`config.mk`:
```
export PLATFORM = sky130hd
export DESIGN_NAME = ctl_bus_slave
export DESIGN_NICKNAME = d
export VERILOG_FILES = /design/src/rtl/ctl_bus_pkg.sv /design/src/rtl/ctl_bus_sync.sv /design/src/rtl/ctl_bus_engine.sv /design/src/rtl/ctl_regfile.sv /design/src/rtl/ctl_fault_guard.sv /design/src/rtl/ctl_bus_slave.sv
export SDC_FILE = /design/constraint.sdc
export NUM_CORES = 1
export LEC_CHECK = 0
export BUFFER_PORTS_ARGS = -buffer_cell sky130_fd_sc_hd__buf_4
export CORE_AREA = 2 2 191 156
export DETAILED_ROUTE_END_ITERATION = 8
export DIE_AREA = 0 0 193 158
export HOLD_SLACK_MARGIN = 0.15
export PLACE_DENSITY = 0.69
export SYNTH_ARGS = -nofsm -noshare
export SYNTH_HDL_FRONTEND = slang
export SYNTH_SLANG_ARGS = --single-unit
```
`constraint.sdc`:
```
create_clock -name clk -period 1.8 [get_ports clk]
set_input_delay 0.36 -clock clk [delete_from_list [all_inputs] [get_ports clk]]
set_output_delay 0.36 -clock clk [all_outputs]
set_load 0.05 [all_outputs]
```
`src/rtl/ctl_bus_pkg.sv`:
```
package ctl_bus_pkg;
  localparam int ADDR_W  = 4;
  localparam int SUB_W   = 5;
  localparam int VAL_W   = 7;
  localparam int WR_BITS = ADDR_W + SUB_W + VAL_W;
  localparam int ACK_W   = 4;
  localparam int STAT_W  = 4;
  localparam int MEAS_W  = 8;
  localparam int RD_BITS = ACK_W + STAT_W + MEAS_W;
  localparam int CNT_W   = $clog2(WR_BITS) + 1;
  localparam logic [ACK_W-1:0] ACK_CODE = 4'b1010;

  typedef enum logic [1:0] {
    ST_IDLE,
    ST_WRITE,
    ST_READ,
    ST_WAIT
  } bus_state_t;

  typedef struct packed {
    logic [SUB_W-1:0] sub;
    logic [VAL_W-1:0] val;
  } reg_wr_t;

  // field order is the reply order: S0 first
  typedef struct packed {
    logic por;
    logic ovp;
    logic lock;
    logic xfer;
  } status_t;
endpackage

```
`src/rtl/ctl_bus_sync.sv`:
```
module ctl_bus_sync #(
  parameter int STAGES = 2
) (
  input  logic clk,
  input  logic rst_n,
  input  logic ser_clk,
  input  logic ser_en_n,
  input  logic ser_din,
  output logic clk_rise,
  output logic en_n_s,
  output logic din_s
);
  logic [STAGES-1:0] clk_pipe;
  logic [STAGES-1:0] en_pipe;
  logic [STAGES-1:0] din_pipe;
  logic              clk_last;

  always_ff @(posedge clk or negedge rst_n) begin
    if (!rst_n) begin
      clk_pipe <= '0;
      en_pipe  <= '1;
      din_pipe <= '0;
      clk_last <= 1'b0;
    end else begin
      clk_pipe <= {clk_pipe[STAGES-2:0], ser_clk};
      en_pipe  <= {en_pipe[STAGES-2:0], ser_en_n};
      din_pipe <= {din_pipe[STAGES-2:0], ser_din};
      clk_last <= clk_pipe[STAGES-1];
    end
  end

  assign clk_rise = clk_pipe[STAGES-1] & ~clk_last;
  assign en_n_s   = en_pipe[STAGES-1];
  assign din_s    = din_pipe[STAGES-1];

  // one bit taken per serial edge
  p_single_rise_r2: assert property (@(posedge clk) disable iff (!rst_n)
    clk_rise |=> !clk_rise);
endmodule

```
`src/rtl/ctl_bus_engine.sv`:
```
module ctl_bus_engine
  import ctl_bus_pkg::*;
#(
  parameter logic [ADDR_W-1:0] CHIP_ID = 4'h5
) (
  input  logic              clk,
  input  logic              rst_n,
  input  logic              clk_rise,
  input  logic              en_n_s,
  input  logic              din_s,
  input  status_t           stat_in,
  input  logic [MEAS_W-1:0] meas_in,
  output logic              wr_valid,
  output reg_wr_t           wr_data,
  output logic              dout,
  output logic              doe
);
  bus_state_t          state;
  logic [CNT_W-1:0]    cnt;
  logic [WR_BITS-2:0]  wr_sr;
  logic [RD_BITS-1:0]  rd_sr;
  logic [WR_BITS-1:0]  word;

  assign word = {wr_sr, din_s};
  assign dout = rd_sr[RD_BITS-1];

  always_ff @(posedge clk or negedge rst_n) begin
    if (!rst_n) begin
      state    <= ST_IDLE;
      cnt      <= '0;
      wr_sr    <= '0;
      rd_sr    <= '0;
      wr_valid <= 1'b0;
      wr_data  <= '0;
      doe      <= 1'b0;
    end else begin
      wr_valid <= 1'b0;
      if (en_n_s) begin
        state <= ST_IDLE;
        cnt   <= '0;
        doe   <= 1'b0;
      end else begin
        case (state)
          ST_IDLE: begin
            state <= ST_WRITE;
            cnt   <= '0;
          end
          ST_WRITE: begin
            if (clk_rise) begin
              wr_sr <= word[WR_BITS-2:0];
              if (cnt == CNT_W'(WR_BITS - 1)) begin
                cnt   <= '0;
                state <= ST_READ;
                if (word[WR_BITS-1 -: ADDR_W] == CHIP_ID) begin
                  wr_valid <= 1'b1;
                  wr_data  <= reg_wr_t'(word[SUB_W+VAL_W-1:0]);
                  rd_sr    <= {ACK_CODE, stat_in, meas_in};
                  doe      <= 1'b1;
                end else begin
                  doe <= 1'b0;
                end
              end else begin
                cnt <= cnt + 1'b1;
              end
            end
          end
          ST_READ: begin
            if (clk_rise) begin
              rd_sr <= {rd_sr[RD_BITS-2:0], 1'b0};
              if (cnt == CNT_W'(RD_BITS - 1)) begin
                state <= ST_WAIT;
                doe   <= 1'b0;
              end else begin
                cnt <= cnt + 1'b1;
              end
            end
          end
          default: ;
        endcase
      end
    end
  end

  // the line is driven only in the reply half
  p_doe_in_reply_r3: assert property (@(posedge clk) disable iff (!rst_n)
    doe |-> state == ST_READ);
  // a commit happens only at the start of the reply half
  p_commit_at_turn_r2: assert property (@(posedge clk) disable iff (!rst_n)
    wr_valid |-> (state == ST_READ && cnt == '0));
  // a raised enable returns the engine to idle
  p_abort_idle_r10: assert property (@(posedge clk) disable iff (!rst_n)
    en_n_s |=> state == ST_IDLE);
endmodule

```
`src/rtl/ctl_regfile.sv`:
```
module ctl_regfile
  import ctl_bus_pkg::*;
#(
  parameter int N_REGS = 32
) (
  input  logic                    clk,
  input  logic                    rst_n,
  input  logic                    wr_valid,
  input  reg_wr_t                 wr_data,
  output logic [N_REGS*VAL_W-1:0] regs_flat,
  output logic                    on_bit
);
  for (genvar g = 0; g < N_REGS; g++) begin : g_reg
    logic [VAL_W-1:0] r_q;
    always_ff @(posedge clk or negedge rst_n) begin
      if (!rst_n)
        r_q <= '0;
      else if (wr_valid && wr_data.sub == SUB_W'(g))
        r_q <= wr_data.val;
    end
    assign regs_flat[g*VAL_W +: VAL_W] = r_q;
  end

  assign on_bit = regs_flat[0];

  // nothing changes without a committed write
  p_hold_no_write_r4: assert property (@(posedge clk) disable iff (!rst_n)
    !wr_valid |=> $stable(regs_flat));
endmodule

```
`src/rtl/ctl_fault_guard.sv`:
```
module ctl_fault_guard (
  input  logic clk,
  input  logic rst_n,
  input  logic on_bit,
  input  logic stby_low,
  input  logic ovp_trip,
  output logic por_q,
  output logic ovp_q,
  output logic drive_q
);
  logic on_prev;
  logic on_rise;

  assign on_rise = on_bit & ~on_prev;

  always_ff @(posedge clk or negedge rst_n) begin
    if (!rst_n) begin
      on_prev <= 1'b0;
      por_q   <= 1'b1;
      ovp_q   <= 1'b0;
      drive_q <= 1'b0;
    end else begin
      on_prev <= on_bit;
      if (stby_low)
        por_q <= 1'b1;
      else if (on_rise)
        por_q <= 1'b0;
      if (!on_bit)
        ovp_q <= 1'b0;
      else if (ovp_trip)
        ovp_q <= 1'b1;
      drive_q <= on_bit & ~por_q & ~ovp_q;
    end
  end

  // a low standby supply always leaves the flag set
  p_stby_sets_r8: assert property (@(posedge clk) disable iff (!rst_n)
    stby_low |=> por_q);
  // the flag only falls on an off-to-on step
  p_por_sticky_r7: assert property (@(posedge clk) disable iff (!rst_n)
    (por_q && !(on_bit && !on_prev)) |=> por_q);
  // the protection latch is held clear while off
  p_ovp_off_r9: assert property (@(posedge clk) disable iff (!rst_n)
    !on_bit |=> !ovp_q);
  // any fault removes the drives
  p_drive_fault_r11: assert property (@(posedge clk) disable iff (!rst_n)
    (por_q || ovp_q) |=> !drive_q);
endmodule

```
`src/rtl/ctl_bus_slave.sv`:
```
module ctl_bus_slave
  import ctl_bus_pkg::*;
#(
  parameter logic [ADDR_W-1:0] CHIP_ID     = 4'h5,
  parameter int                SYNC_STAGES = 2,
  parameter int                N_REGS      = 32
) (
  input  logic                    clk,
  input  logic                    rst_n,
  input  logic                    ser_clk,
  input  logic                    ser_en_n,
  input  logic                    ser_din,
  output logic                    ser_dout,
  output logic                    ser_doe,
  input  logic                    stby_low,
  input  logic                    ovp_trip,
  input  logic                    hlock,
  input  logic                    xfer_done,
  input  logic [MEAS_W-1:0]       tune_err,
  output logic                    pwm_en,
  output logic                    hdrv_en,
  output logic [N_REGS*VAL_W-1:0] ctl_regs
);
  logic    clk_rise, en_n_s, din_s;
  logic    wr_valid;
  reg_wr_t wr_data;
  logic    on_bit;
  logic    por_q, ovp_q, drive_q;
  status_t stat;

  assign stat = '{por: por_q, ovp: ovp_q, lock: hlock, xfer: xfer_done};

  ctl_bus_sync #(.STAGES(SYNC_STAGES)) u_sync (
    .clk(clk), .rst_n(rst_n),
    .ser_clk(ser_clk), .ser_en_n(ser_en_n), .ser_din(ser_din),
    .clk_rise(clk_rise), .en_n_s(en_n_s), .din_s(din_s)
  );

  ctl_bus_engine #(.CHIP_ID(CHIP_ID)) u_engine (
    .clk(clk), .rst_n(rst_n),
    .clk_rise(clk_rise), .en_n_s(en_n_s), .din_s(din_s),
    .stat_in(stat), .meas_in(tune_err),
    .wr_valid(wr_valid), .wr_data(wr_data),
    .dout(ser_dout), .doe(ser_doe)
  );

  ctl_regfile #(.N_REGS(N_REGS)) u_regs (
    .clk(clk), .rst_n(rst_n),
    .wr_valid(wr_valid), .wr_data(wr_data),
    .regs_flat(ctl_regs), .on_bit(on_bit)
  );

  ctl_fault_guard u_guard (
    .clk(clk), .rst_n(rst_n),
    .on_bit(on_bit), .stby_low(stby_low), .ovp_trip(ovp_trip),
    .por_q(por_q), .ovp_q(ovp_q), .drive_q(drive_q)
  );

  assign pwm_en  = drive_q;
  assign hdrv_en = drive_q;
endmodule

```
==> results.ini <==
[status]
status = complete, but fails checks
violations = negative setup slack

[pwr]
p_leak_nw = 7.982
power.total_mw = 14.22
power_frac_comb = 0.090
p_per_area_nw_per_um2 = 935.5
p_seq_frac = 0.481
peakVddDrop_mv = 1.046
switching_share = 0.2407
p_int_mw = 10.80
clock_power_share = 0.429
p_sw_mw = 3.422

[synth]
synth_flop_cell = dfrtp_1
yosys.cell_types.count = 48
synthCells = 745
yosysSeqAreaShare = 0.6356
synth_area_per_cell_um2 = 15.17
synth-seq-cells = 287
synth_top_area_share = 0.6287
postSynth.asyncResetShare = 1.000
synth_area_leaders = dfrtp_1 63%, mux2_2 24%, o21ai_0 1.4%, mux2_4 1.2%, mux2i_1 1.2%
synth_nets = 767
synth_edf_count = 0
synth_top_area_cell = dfrtp_1
yosysWarnings = 0
synth_area_um2 = 11300

[placement]
gp_congestion = 0.8021
port_buffers = 244
dp_slack_ns = -0.02046
hpwlAfterDp_um = 19130
dp.cells = 1384
placed_cell_area_um2 = 13970

[worst_setup_path]
start_kind = register
crit_arrival_ns = 2.24
worstRegToRegCells = 6
critPathSlowestCell = dfrtp_1
worstSetupPathType = register to register
cp.required_ns = 2.24
path_delay_family = compound AO/OA/AOI/OAI gates
max_stage_delay_ns = 0.42
worst-path-buf-inv = 1
worstPathMaxFanout = 5
path_cells = inv_2 -> ha_4 -> or2_4 -> a211o_1 -> o21ai_2 -> mux2_4
critPathCaptureType = register
cp.depth = 6

[floorplanning]
start_util = 0.3935
pin_count = 245
rows = 56
fp.dieW_um = 193
design.die.area_um2 = 30490
core_um2 = 28730
die_y_um = 158

[cells_and_area]
design_area_um2 = 15200
layout.nets = 1080
final_util = 0.5291
final_cell_mix = 301 x buf_4, 280 x dfrtp_1, 241 x mux2_2, 30 x o21ai_0, 30 x clkbuf_16
layout_commonest_cell = buf_4
drive_above_1_share = 0.5906
n_antenna_cell = 0
stdcell_count = 1459
syn_to_final_growth_pct = 34.46

[global_routing]
antenna_found_initial = 0
gr-total-overflow = 0
grt_pass1_vias = 7399
track_usage = 0.1843
grt_pass1_wl_um = 43440
grt_max_degree = 51

[clock_tree]
cts.clk_slew.worst_paths_ns = 0.06
cts_buffer_depth = 3
root_buffer = clkbuf_16
htreeDepth = 1
cts_tree = yes
cts_buffers = 30
clock_sinks = 287
insertion_delay_ns = 0.56

[sta]
slew-limit-headroom = 0.5557
setup_violations = 1
clock.fmax_ghz = 0.5532
finalMaxSlewViolations = 0
worstMarginPinSlew_ns = 0.6664
period_minus_slack_ns = 1.808
hold_viol_final = 0
fin_tns_setup_ns = -0.007742
rsz0062_at_grt = true
clock_skew_ns = 0.02021
fin_crit_sh = 1.004
whs_ns = 0.2640
finalWorstSetupSlack_ns = -0.007742

[min_path]
worstHoldPathCells = 5
hold_class = primary input to register

[routing]
ant_nets = 0
drc = 0
wl_um = 28610
firstDrtPassIters = 6
num_vias = 7257
vias_per_cell = 4.974
dr.first_iter.drc_count = 308
route.detailed.wl_per_inst_um = 19.61

[flow_run]
cap_violations = 0

## cell type report
| type | count | area, µm² |
|---|---|---|
| clock buffers | 44 | 873.3 |
| clock inverters | 12 | 106.4 |
| fillers | 2465 | 13530 |
| inverters | 5 | 21.27 |
| multi-input cells | 409 | 3960 |
| flip-flops and latches | 287 | 7191 |
| well taps | 377 | 471.7 |
| repair buffers | 325 | 2576 |
## power groups by stage
stage	Clock, mW	Sequential, mW	Combinational [mW]
4_1_cts	6.26	6.82	1.17
6_report	6.10	6.84	1.27
5_1_grt	6.51	6.86	1.41
2_1_floorplan	0	6.93	0.652
3_5_place_dp	0	6.93	1.14
3_3_place_gp	0	6.93	1.12
## synthesized netlist by cell type (all sizes together) (2+ instances only)
master and number:
nand2b 11, a211o 2, dfstp 3, o21a 3, a21oi 5, dfrtp 284
a22oi 2, nand2 18, nor2 22, buf 13, nor2b 4, nor3 5
nand4b 4, nand3 6, nor3b 5, or3 3, mux2 253, clkbuf 31
nor4 3, ha 5, o21ai 31, inv 5, mux2i 13
## state kept, by name, summed over array words and instances, names as in the netlist
register and flops:
u_guard.on_prev 1, u_engine.state 2, u_guard.por_q 1, u_sync.din_pipe 2, u_engine.wr_data 12, u_regs.g.r_q 224, u_engine.doe 1, u_sync.clk_pipe 2
u_engine.wr_sr 15, u_engine.rd_sr 16, u_guard.drive_q 1, u_engine.wr_valid 1, u_engine.cnt 5, u_sync.clk_last 1, u_guard.ovp_q 1, u_sync.en_pipe 2
## worst paths after layout
path,from,end,slack (ns)
max,u_engine.state[1]$_DFFE_PN0P_,u_engine.cnt[1]$_DFFE_PN0P_,-0.008
min,tune_err[0],u_engine.rd_sr[0]$_DFFE_PN0P_,0.26
max reg2reg,u_engine.state[1]$_DFFE_PN0P_,u_engine.cnt[1]$_DFFE_PN0P_,-0.008
min reg2reg,u_sync.en_pipe[0]$_DFF_PN1_,u_sync.en_pipe[1]$_DFF_PN1_,0.36
max in group asynchronous,rst_n,u_sync.en_pipe[0]$_DFF_PN1_,0.76
min in group asynchronous,rst_n,u_regs.g_reg[2].r_q[3]$_DFFE_PN0P_,0.31
## timing repair
action                                 CTS  global route
endpoints found under the hold margin  215             0
setup endpoints to repair                4           173
gates resized for setup                  1            18
buffers inserted                         0             4
hold buffers                            15             0
pin swaps                                0             2
## layer usage
layer / share of wire / vias up / global-route usage
met1: 0.47 / 3715 / 0.2607
li1: - / 3299 / -
met3: 0.074 / 31 / 0.04966
met5: 0 / - / 0
met2: 0.45 / 212 / 0.2866
met4: 0.014 / 0 / 0.03608
## cells by family after synthesis
| logic type | count (synthesis) | share of synthesized area |
|---|---|---|
| AO/OA/AOI/OAI | 51 | 0.02656 |
| adder cells (fa/ha/maj) | 5 | 0.005534 |
| buffers and inverters | 49 | 0.01992 |
| flip-flops | 287 | 0.6356 |
| multiplexers | 266 | 0.2665 |
| AND/OR/NAND/NOR | 87 | 0.04582 |
## worst min-delay path: cells and delay by family
family                 cells  cell delay (ns)
AO/OA/AOI/OAI              2             0.19
buffers and inverters      1             0.12
AND/OR/NAND/NOR            2             0.09
Note: power is estimated with default switching activity, not from simulation.
